File: config.mk
export PLATFORM = sky130hd
export DESIGN_NAME = node_route_table
export DESIGN_NICKNAME = d
export VERILOG_FILES = /design/src/rtl/rt_pkg.sv /design/src/rtl/rt_lfsr.sv /design/src/rtl/rt_table.sv /design/src/rtl/rt_select.sv /design/src/rtl/node_route_table.sv
export SDC_FILE = /design/constraint.sdc
export NUM_CORES = 1
export LEC_CHECK = 0
export ABC_AREA = 1
export BUFFER_PORTS_ARGS = -buffer_cell sky130_fd_sc_hd__clkbuf_2
export CORE_ASPECT_RATIO = 1.75
export CORE_UTILIZATION = 42
export DETAILED_ROUTE_END_ITERATION = 10
export PLACE_DENSITY = 0.61
export SLEW_MARGIN = 20
export SYNTH_ARGS = -nofsm -noshare
export SYNTH_HDL_FRONTEND = slang
export SYNTH_SLANG_ARGS = --single-unit
File: constraint.sdc
create_clock -name clk -period 1.6 [get_ports clk]
set_clock_uncertainty 0.15 [all_clocks]
set_input_delay 0.24 -clock clk [delete_from_list [all_inputs] [get_ports clk]]
set_output_delay 0.24 -clock clk [all_outputs]
set_load 0.02 [all_outputs]
File: src/rtl/rt_pkg.sv
package rt_pkg;

  typedef enum logic [2:0] {
    PORT_EXIT = 3'd0,
    PORT_N    = 3'd1,
    PORT_S    = 3'd2,
    PORT_E    = 3'd3,
    PORT_W    = 3'd4
  } port_e;

  typedef struct packed {
    port_e a;
    port_e b;
    logic  b_vld;
  } rt_entry_t;

  localparam rt_entry_t EXIT_ENTRY = '{a: PORT_EXIT, b: PORT_EXIT, b_vld: 1'b0};

  // West-first next hop from (sx,sy) toward (dx,dy).
  function automatic rt_entry_t wf_entry(int dx, int dy, int sx, int sy);
    rt_entry_t e;
    e = EXIT_ENTRY;
    if (dx < sx) begin
      e.a = PORT_W;
    end else if (dx == sx) begin
      if (dy > sy)      e.a = PORT_N;
      else if (dy < sy) e.a = PORT_S;
    end else begin
      e.a = PORT_E;
      if (dy > sy) begin
        e.b     = PORT_N;
        e.b_vld = 1'b1;
      end else if (dy < sy) begin
        e.b     = PORT_S;
        e.b_vld = 1'b1;
      end
    end
    return e;
  endfunction

endpackage

File: src/rtl/rt_lfsr.sv
module rt_lfsr #(
  parameter int          WIDTH = 16,
  parameter logic [15:0] SEED  = 16'hACE1
) (
  input  logic clk,
  input  logic rst_n,
  input  logic step,
  output logic rnd_bit
);
  logic [WIDTH-1:0] state;
  logic             fb;

  generate
    if (WIDTH == 16) begin : g_w16
      assign fb = state[15] ^ state[13] ^ state[12] ^ state[10];
    end else begin : g_wx
      assign fb = state[WIDTH-1] ^ state[WIDTH-2];
    end
  endgenerate

  always_ff @(posedge clk) begin
    if (!rst_n)    state <= WIDTH'(SEED);
    else if (step) state <= {state[WIDTH-2:0], fb};
  end

  assign rnd_bit = state[0];
endmodule

File: src/rtl/rt_table.sv
module rt_table
  import rt_pkg::*;
#(
  parameter int MESH_W = 3,
  parameter int MESH_H = 3,
  parameter int NODE_X = 1,
  parameter int NODE_Y = 1,
  localparam int NODES = MESH_W * MESH_H,
  localparam int DW    = (NODES > 1) ? $clog2(NODES) : 1
) (
  input  logic      clk,
  input  logic      rst_n,
  input  logic      wr_en,
  input  logic [DW-1:0] wr_idx,
  input  rt_entry_t wr_ent,
  input  logic [DW-1:0] rd_idx,
  output rt_entry_t rd_ent
);
  rt_entry_t tbl [NODES];

  generate
    for (genvar g = 0; g < NODES; g++) begin : g_ent
      localparam rt_entry_t RST = wf_entry(g % MESH_W, g / MESH_W, NODE_X, NODE_Y);
      always_ff @(posedge clk) begin
        if (!rst_n)                          tbl[g] <= RST;
        else if (wr_en && wr_idx == DW'(g))  tbl[g] <= wr_ent;
      end
    end
  endgenerate

  // Out-of-range numbers fall through to the exit entry.
  always_comb begin
    rd_ent = EXIT_ENTRY;
    for (int i = 0; i < NODES; i++) begin
      if (rd_idx == DW'(i)) rd_ent = tbl[i];
    end
  end
endmodule

File: src/rtl/rt_select.sv
module rt_select
  import rt_pkg::*;
(
  input  rt_entry_t ent,
  input  logic      rnd_bit,
  output port_e     port
);
  always_comb begin
    if (ent.b_vld && rnd_bit) port = ent.b;
    else                      port = ent.a;
  end
endmodule

File: src/rtl/node_route_table.sv
module node_route_table
  import rt_pkg::*;
#(
  parameter int          MESH_W    = 3,
  parameter int          MESH_H    = 3,
  parameter int          NODE_X    = 1,
  parameter int          NODE_Y    = 1,
  parameter int          LFSR_W    = 16,
  parameter logic [15:0] LFSR_SEED = 16'hACE1,
  localparam int NODES = MESH_W * MESH_H,
  localparam int DW    = (NODES > 1) ? $clog2(NODES) : 1
) (
  input  logic          clk,
  input  logic          rst_n,
  input  logic          req_valid,
  output logic          req_ready,
  input  logic [DW-1:0] req_dest,
  output logic          rsp_valid,
  input  logic          rsp_ready,
  output logic [2:0]    rsp_port,
  input  logic          wr_en,
  input  logic [DW-1:0] wr_dest,
  input  logic [2:0]    wr_port_a,
  input  logic [2:0]    wr_port_b,
  input  logic          wr_b_valid
);
  rt_entry_t wr_ent, rd_ent;
  port_e     sel_port;
  logic      rnd_bit;
  logic      accept;
  logic [2:0] cand_a, cand_b;
  logic       cand_b_vld;

  assign req_ready = !rsp_valid || rsp_ready;
  assign accept    = req_valid && req_ready;

  assign wr_ent.a     = port_e'(wr_port_a);
  assign wr_ent.b     = port_e'(wr_port_b);
  assign wr_ent.b_vld = wr_b_valid;

  rt_table #(
    .MESH_W(MESH_W), .MESH_H(MESH_H), .NODE_X(NODE_X), .NODE_Y(NODE_Y)
  ) u_table (
    .clk(clk), .rst_n(rst_n),
    .wr_en(wr_en), .wr_idx(wr_dest), .wr_ent(wr_ent),
    .rd_idx(req_dest), .rd_ent(rd_ent)
  );

  rt_lfsr #(.WIDTH(LFSR_W), .SEED(LFSR_SEED)) u_lfsr (
    .clk(clk), .rst_n(rst_n), .step(accept), .rnd_bit(rnd_bit)
  );

  rt_select u_sel (.ent(rd_ent), .rnd_bit(rnd_bit), .port(sel_port));

  assign cand_a     = rd_ent.a;
  assign cand_b     = rd_ent.b;
  assign cand_b_vld = rd_ent.b_vld;

  always_ff @(posedge clk) begin
    if (!rst_n) begin
      rsp_valid <= 1'b0;
      rsp_port  <= PORT_EXIT;
    end else if (accept) begin
      rsp_valid <= 1'b1;
      rsp_port  <= sel_port;
    end else if (rsp_ready) begin
      rsp_valid <= 1'b0;
    end
  end
endmodule

==> impl_metrics.xml, run 1 <==
<?xml version="1.0" encoding="UTF-8"?>
<metrics>
  <group name="outcome">
    <metric name="status" unit="">finished, final reports clean</metric>
  </group>
  <group name="critical_path">
    <metric name="worstPathCellList" unit="">nand3_1, nand4_1, nor2_1, nand4_1, nor2_1, nand2_1, nand3_1, a21oi_2</metric>
    <metric name="timing.critical_path.slowest_stage_cell" unit="">sky130_fd_sc_hd__edfxtp_1</metric>
    <metric name="worstReg2RegStart" unit="">u_table.tbl[3][4]$_SDFFCE_PN0P_</metric>
    <metric name="timing.critical_path.arrival" unit="ns">1.58</metric>
    <metric name="required" unit="ns">1.68</metric>
    <metric name="startpoint" unit="">u_table.tbl[3][4]$_SDFFCE_PN0P_</metric>
    <metric name="critical_path.startpoint_type" unit="">register</metric>
    <metric name="critical-path-max-stage-delay" unit="ns">0.39</metric>
    <metric name="cp_max_fo" unit="">1</metric>
    <metric name="worstSetupPathType" unit="">register to register</metric>
    <metric name="endpoint_kind" unit="">register</metric>
  </group>
  <group name="synthesis">
    <metric name="async_set_or_reset_flop_fraction_in_the_synthesized_netlist" unit="">0</metric>
    <metric name="synth.cells.most_frequent" unit="">sky130_fd_sc_hd__nor2_1, sky130_fd_sc_hd__nand2_1, sky130_fd_sc_hd__edfxtp_1</metric>
    <metric name="sequential_to_total_area_share_from_yosys_stat" unit="">0.615</metric>
    <metric name="synth_top_flop_cell" unit="">sky130_fd_sc_hd__edfxtp_1</metric>
    <metric name="synth_top_cell_area_share" unit="">0.508</metric>
    <metric name="synth-seq-cells" unit="">83</metric>
    <metric name="synth_cells" unit="">415</metric>
    <metric name="mappedNetlistArea" unit="µm²">3730</metric>
    <metric name="synthTopCellsByArea" unit="">sky130_fd_sc_hd__edfxtp_1, sky130_fd_sc_hd__dfxtp_1, sky130_fd_sc_hd__nor2_1</metric>
    <metric name="post_synth_num_cell_types" unit="">24</metric>
    <metric name="top_count_cell_post_synth" unit="">sky130_fd_sc_hd__nor2_1</metric>
    <metric name="synth.avg_cell_area" unit="µm²">8.98</metric>
    <metric name="synthesis.yosys.warnings" unit="">0</metric>
    <metric name="syn_nets" unit="">435</metric>
    <metric name="synth_largest_area_cell" unit="">sky130_fd_sc_hd__edfxtp_1</metric>
    <metric name="synth_enable_flop_cells" unit="">63</metric>
  </group>
  <group name="placement">
    <metric name="gp_routability_congestion" unit="">0.984</metric>
    <metric name="dpl.cell_count" unit="">569</metric>
    <metric name="postPlaceCellArea" unit="µm²">4160</metric>
    <metric name="numPortBuffers" unit="">24</metric>
    <metric name="hpwlAfterDp" unit="µm">6900</metric>
  </group>
  <group name="power_and_ir_drop">
    <metric name="intPower" unit="mW">4.15</metric>
    <metric name="power_density" unit="nW/µm²">1180</metric>
    <metric name="power.net_switching" unit="mW">1.18</metric>
    <metric name="power_frac_seq" unit="">0.474</metric>
    <metric name="sw_frac_of_total" unit="">0.222</metric>
    <metric name="ir_drop" unit="mV">0.775</metric>
    <metric name="clkPwrFrac" unit="">0.440</metric>
    <metric name="static-leakage-power" unit="nW">1.87</metric>
    <metric name="comb_power_share" unit="">0.087</metric>
  </group>
  <group name="timing">
    <metric name="tns" unit="ns">0</metric>
    <metric name="setup_violations" unit="">0</metric>
    <metric name="ratio_of_final_minimum_period_to_clock_period" unit="">0.942</metric>
    <metric name="report.final.slew_viol_count" unit="">0</metric>
    <metric name="layout_min_cycle_time" unit="ns">1.51</metric>
    <metric name="slew_headroom" unit="">0.696</metric>
    <metric name="timing.fmax" unit="MHz">664</metric>
    <metric name="rsz0062_at_grt" unit="">yes</metric>
    <metric name="final-hold-violation-count" unit="">0</metric>
    <metric name="tightestPinTransition" unit="ns">0.455</metric>
  </group>
  <group name="grt">
    <metric name="track_usage" unit="">0.223</metric>
    <metric name="globalRouteOverflowTotal" unit="">0</metric>
    <metric name="antenna_found_initial" unit="">0</metric>
    <metric name="grt_max_degree" unit="">26</metric>
    <metric name="first_global_vias" unit="">3014</metric>
    <metric name="grt_first_pass_wirelength" unit="µm">14800</metric>
  </group>
  <group name="floorplan">
    <metric name="coreArea" unit="µm²">8610</metric>
    <metric name="floorplan.io_pins" unit="">25</metric>
    <metric name="placement_rows" unit="">45</metric>
    <metric name="die_area" unit="µm²">9270</metric>
    <metric name="die_w" unit="µm">73.2</metric>
    <metric name="floorplan.die.height" unit="µm">127</metric>
    <metric name="initial_core_util" unit="">0.433</metric>
  </group>
  <group name="drt">
    <metric name="routed_wire_length_per_instance" unit="µm">16.0</metric>
    <metric name="drt-pass1-iter-count" unit="">4</metric>
    <metric name="drt_iter0_markers" unit="">126</metric>
    <metric name="route.vias.total" unit="">2920</metric>
    <metric name="drc_errors_left" unit="">0</metric>
    <metric name="drt_wl_total" unit="µm">9370</metric>
    <metric name="ant_nets" unit="">0</metric>
    <metric name="post_drt_via_cell_ratio" unit="">4.99</metric>
  </group>
  <group name="cts">
    <metric name="post_cts.resized_instances" unit="">0</metric>
    <metric name="clkTransAtPathRegs" unit="ns">0.06</metric>
    <metric name="clock_sinks" unit="">83</metric>
    <metric name="cts-htree-levels" unit="">3</metric>
    <metric name="cts_post_setup_buffers_inserted" unit="">0</metric>
    <metric name="clock_tree_from_tritoncts" unit="">done</metric>
    <metric name="cts_hold_buffers" unit="">0</metric>
    <metric name="clk_path_buf_depth" unit="">2</metric>
    <metric name="clockRootBuffer" unit="">sky130_fd_sc_hd__clkbuf_16</metric>
    <metric name="numCtsBuffers" unit="">9</metric>
    <metric name="clk_latency" unit="ns">0.34</metric>
  </group>
  <group name="layout">
    <metric name="layout.nets" unit="">483</metric>
    <metric name="fillers" unit="">789</metric>
    <metric name="syn2layout_area_growth" unit="%">21.4</metric>
    <metric name="multi_input_gate_area" unit="µm²">1240</metric>
    <metric name="proportion_of_layout_cells_with_a_drive_suffix_above_1" unit="">0.182</metric>
    <metric name="final_cells" unit="">585</metric>
    <metric name="sequential_cell_area" unit="µm²">2290</metric>
    <metric name="antennaDiodeCount" unit="">0</metric>
    <metric name="postLayoutCellArea" unit="µm²">4520</metric>
  </group>
  <group name="job">
    <metric name="max_cap_violations" unit="">0</metric>
  </group>
  <group name="hold_path">
    <metric name="hold_path_class" unit="">input pin to register</metric>
    <metric name="min-delay-start" unit="">req_valid</metric>
  </group>
</metrics>
## registers in the layout, summed over array words and instances (netlist names)
name	flops
rsp_valid	1
u_table.tbl	63
rsp_port	3
u_lfsr.state	16
## final cells by class
type / instances / area share
Clock buffer: 10 / 0.0506
Clock inverter: 6 / 0.0249
Inverter: 47 / 0.0390
Multi-Input combinational cell: 276 / 0.275
Sequential cell: 83 / 0.507
Tap cell: 117 / 0.0324
Timing Repair Buffer: 46 / 0.0714
## layer usage
metal / track usage / up-vias / wire, µm
met4: 0.110 / 0 / 328
met3: 0.0413 / 22 / 307
met5: 0 / - / 0
li1: - / 1445 / -
met1: 0.231 / 1382 / 3490
met2: 0.416 / 71 / 5240
## per-stage QoR
stage	utilization	setup WS (ns)	hold WS (ns)	total power, mW
detailed placement	0.483	-0.227	0.302	3.03
floorplan	-	0.00147	0.279	2.81
global placement	0.483	-0.199	0.290	3.02
CTS	0.522	0.0833	0.0417	5.35
global route	0.525	-0.0468	0.0750	5.50
finish	0.525	0.0936	0.0472	5.33
## cell families (layout without fill, tap and decap cells)
family / count (synthesis) / in the layout / synth area share
xor gates and xnor gates: 3 / 3 / 0.00705
AOI/OAI and AO/OA: 16 / 16 / 0.0222
DFF: 83 / 83 / 0.615
buffers and inverters: 56 / 109 / 0.0574
and+or+nand+nor: 257 / 257 / 0.298
## power groups by stage
stage	clock, mW	sequential [mW]	combinational (mW)
global route	2.45	2.54	0.512
finish	2.34	2.52	0.462
global placement	0	2.57	0.448
CTS	2.37	2.53	0.458
detailed placement	0	2.57	0.455
floorplan	0	2.55	0.265
## path summary, 6_finish.rpt
| kind | cells past startpoint | slack, ns | to |
|---|---|---|---|
| worst max-delay path | 8 | 0.09 | rsp_port[0]$_SDFFE_PN0P_ |
| worst min-delay path | 3 | 0.05 | rsp_valid$_SDFFE_PN0P_ |
| worst min register to register | 2 | 0.31 | u_lfsr.state[15]$_SDFFE_PN1P_ |
| worst max register to register | 8 | 0.09 | rsp_port[0]$_SDFFE_PN0P_ |
## cells in the final DEF (no fill, tap or decap), types with 2 or more instances in the layout
master and instances:
sky130_fd_sc_hd__dfxtp_1 20, sky130_fd_sc_hd__buf_12 3, sky130_fd_sc_hd__nor2_2 4, sky130_fd_sc_hd__inv_1 32
sky130_fd_sc_hd__nor2_1 99, sky130_fd_sc_hd__bufinv_16 3, sky130_fd_sc_hd__buf_4 19, sky130_fd_sc_hd__o21ai_0 9
sky130_fd_sc_hd__nand3_2 4, sky130_fd_sc_hd__edfxtp_1 63, sky130_fd_sc_hd__clkbuf_2 24, sky130_fd_sc_hd__nor2_4 3
sky130_fd_sc_hd__nand2_1 86, sky130_fd_sc_hd__clkinv_1 8, sky130_fd_sc_hd__xnor2_1 3, sky130_fd_sc_hd__inv_2 7
sky130_fd_sc_hd__nand2_2 2, sky130_fd_sc_hd__nor3_2 2, sky130_fd_sc_hd__a21oi_1 4, sky130_fd_sc_hd__clkbuf_16 9
sky130_fd_sc_hd__nand3_1 39, sky130_fd_sc_hd__nor3_1 2, sky130_fd_sc_hd__nand4_1 14
## critical path: cells and delay by family, from the launching register on
kind / cells / cell delay (ns)
AOI/OAI and AO/OA: 1 / 0.06
and+or+nand+nor: 7 / 0.79
DFF: 1 / 0.39
Power figures use the tool's default switching activity.
==> inputs of run 2 (changes only) <==
Settings changed: CORE_MARGIN from default to 2, CORE_UTILIZATION 42 to 37, PLACE_DENSITY 0.61 to default, PLACE_DENSITY_LB_ADDON from default to 0.2.
==> impl_metrics.xml, run 2 (same netlist as run 1, synthesis figures left out) <==
<?xml version="1.0" encoding="UTF-8"?>
<metrics>
  <group name="cts">
    <metric name="clk_path_buf_depth" unit="">2</metric>
    <metric name="clockRootBuffer" unit="">sky130_fd_sc_hd__clkbuf_16</metric>
    <metric name="cts_post_setup_buffers_inserted" unit="">0</metric>
    <metric name="clk_latency" unit="ns">0.34</metric>
    <metric name="clock_sinks" unit="">83</metric>
    <metric name="numCtsBuffers" unit="">9</metric>
    <metric name="clkTransAtPathRegs" unit="ns">0.06</metric>
    <metric name="clock_tree_from_tritoncts" unit="">done</metric>
    <metric name="cts_hold_buffers" unit="">0</metric>
    <metric name="cts-htree-levels" unit="">3</metric>
  </group>
  <group name="grt">
    <metric name="first_global_vias" unit="">2960</metric>
    <metric name="antenna_found_initial" unit="">0</metric>
    <metric name="globalRouteOverflowTotal" unit="">0</metric>
    <metric name="grt_first_pass_wirelength" unit="µm">15100</metric>
    <metric name="grt_max_degree" unit="">29</metric>
    <metric name="track_usage" unit="">0.195</metric>
  </group>
  <group name="timing">
    <metric name="tns" unit="ns">0</metric>
    <metric name="finalHoldWorstSlack" unit="ns">0.0675</metric>
    <metric name="slew_headroom" unit="">0.696</metric>
    <metric name="tightestPinTransition" unit="ns">0.452</metric>
    <metric name="layout_min_cycle_time" unit="ns">1.50</metric>
    <metric name="rsz0062_at_grt" unit="">no</metric>
    <metric name="report.final.slew_viol_count" unit="">0</metric>
    <metric name="final-hold-violation-count" unit="">0</metric>
    <metric name="timing.fmax" unit="MHz">665</metric>
    <metric name="setup_violations" unit="">0</metric>
    <metric name="ratio_of_final_minimum_period_to_clock_period" unit="">0.939</metric>
  </group>
  <group name="layout">
    <metric name="top_register" unit="">u_table.tbl</metric>
    <metric name="layout.nets" unit="">487</metric>
    <metric name="layout_commonest_cell" unit="">sky130_fd_sc_hd__nor2_1</metric>
    <metric name="postLayoutCoreUtil" unit="">0.461</metric>
    <metric name="largest_reg_flops" unit="">63</metric>
    <metric name="postLayoutCellArea" unit="µm²">4540</metric>
    <metric name="mostFrequentLayoutCells" unit="">sky130_fd_sc_hd__nor2_1, sky130_fd_sc_hd__nand2_1, sky130_fd_sc_hd__edfxtp_1</metric>
    <metric name="syn2layout_area_growth" unit="%">21.8</metric>
    <metric name="antennaDiodeCount" unit="">0</metric>
    <metric name="proportion_of_layout_cells_with_a_drive_suffix_above_1" unit="">0.178</metric>
    <metric name="reg.largest.list" unit="">u_table.tbl x63, u_lfsr.state x16, rsp_port x3</metric>
  </group>
  <group name="critical_path">
    <metric name="required" unit="ns">1.68</metric>
    <metric name="timing.critical_path.slowest_stage_cell" unit="">sky130_fd_sc_hd__edfxtp_1</metric>
    <metric name="critical_path.startpoint_type" unit="">register</metric>
    <metric name="worstSetupPathType" unit="">register to register</metric>
    <metric name="critical-path-max-stage-delay" unit="ns">0.43</metric>
    <metric name="r2r_setup_slack" unit="ns">0.1</metric>
    <metric name="worstPathCellList" unit="">nand3_1, nand4_1, nor2_1, nand4_1, nor2_1, nand2_1, nand3_1, a21oi_1</metric>
    <metric name="crit_buf_inv" unit="">0</metric>
    <metric name="top_delay_family_on_crit_path" unit="">simple AND/OR/NAND/NOR gates</metric>
    <metric name="timing.critical_path.arrival" unit="ns">1.59</metric>
    <metric name="cp_max_fo" unit="">1</metric>
    <metric name="endpoint_kind" unit="">register</metric>
  </group>
  <group name="job">
    <metric name="max_cap_violations" unit="">0</metric>
  </group>
  <group name="hold_path">
    <metric name="hold_path_class" unit="">input pin to register</metric>
  </group>
  <group name="outcome">
    <metric name="status" unit="">finished, final reports clean</metric>
  </group>
  <group name="power_and_ir_drop">
    <metric name="report.power.total" unit="mW">5.28</metric>
    <metric name="power_density" unit="nW/µm²">1160</metric>
    <metric name="static-leakage-power" unit="nW">1.88</metric>
    <metric name="ir_drop" unit="mV">0.959</metric>
  </group>
  <group name="placement">
    <metric name="gp_routability_congestion" unit="">0.952</metric>
    <metric name="numPortBuffers" unit="">24</metric>
    <metric name="postPlaceCellArea" unit="µm²">4200</metric>
    <metric name="hpwlAfterDp" unit="µm">7070</metric>
  </group>
  <group name="floorplan">
    <metric name="coreArea" unit="µm²">9850</metric>
    <metric name="floorplan.io_pins" unit="">25</metric>
    <metric name="die_area" unit="µm²">10900</metric>
    <metric name="die_w" unit="µm">79.9</metric>
    <metric name="placement_rows" unit="">48</metric>
    <metric name="floorplan.die.height" unit="µm">137</metric>
    <metric name="initial_core_util" unit="">0.378</metric>
  </group>
  <group name="drt">
    <metric name="drt_wl_total" unit="µm">9610</metric>
    <metric name="drt-pass1-iter-count" unit="">4</metric>
    <metric name="route.vias.total" unit="">2926</metric>
    <metric name="drc_errors_left" unit="">0</metric>
    <metric name="ant_nets" unit="">0</metric>
    <metric name="routed_wire_length_per_instance" unit="µm">16.1</metric>
    <metric name="post_drt_via_cell_ratio" unit="">4.90</metric>
    <metric name="drt_iter0_markers" unit="">188</metric>
  </group>
</metrics>
[run 2: what timing repair did]
item                                    CTS  global route
endpoints found under the setup margin    0             3
gates resized for setup                   0             3
endpoints found under the hold margin     0             0
[run 2: worst reg2reg max path: stages, from the launching register on]
cell	delay [ns]
sky130_fd_sc_hd__edfxtp_1	0.43
sky130_fd_sc_hd__nand3_1	0.11
sky130_fd_sc_hd__nand4_1	0.10
sky130_fd_sc_hd__nor2_1	0.14
sky130_fd_sc_hd__nand4_1	0.14
sky130_fd_sc_hd__nor2_1	0.12
sky130_fd_sc_hd__nand2_1	0.06
sky130_fd_sc_hd__nand3_1	0.08
sky130_fd_sc_hd__a21oi_1	0.07
[run 2: per-layer routing]
metal | up-vias | track usage | wire length [µm] | share of wire
li1 | 1460 | - | - | -
met5 | - | 0 | 0 | 0
met1 | 1370 | 0.199 | 3670 | 0.38
met4 | 0 | 0.104 | 309 | 0.032
met2 | 78 | 0.363 | 5300 | 0.55
met3 | 18 | 0.0416 | 326 | 0.034
[run 2: path summary, 6_finish.rpt]
kind         cells after the start                            start                            end
min                              4                        rsp_ready         rsp_valid$_SDFFE_PN0P_
min reg2reg                      2    u_lfsr.state[14]$_SDFFE_PN0P_  u_lfsr.state[15]$_SDFFE_PN1P_
max reg2reg                      8  u_table.tbl[0][3]$_SDFFCE_PN0P_       rsp_port[2]$_SDFFE_PN0P_
max                              8  u_table.tbl[0][3]$_SDFFCE_PN0P_       rsp_port[2]$_SDFFE_PN0P_
[run 2: area by class of cell]
| cell class | count | area [µm²] |
|---|---|---|
| clock inverters | 7 | 106 |
| clock buffers | 9 | 225 |
| inverters | 47 | 176 |
| flip-flops and latches | 83 | 2290 |
| multi-input cells | 276 | 1230 |
| fillers | 982 | 5310 |
| repair buffers | 50 | 353 |
| well taps | 125 | 156 |
[run 2: where the power goes]
group	total, mW	internal, mW	switching (mW)
clock	2.30	1.50	0.791
combinational	0.468	0.163	0.305
sequential	2.52	2.46	0.0636
[run 2: stage by stage]
step	setup slack [ns]	instances
global placement	-0.187	581
finish	0.0972	597
floorplan	0.00147	415
detailed placement	-0.175	581
global route	0.0000969	597
CTS	0.0641	597
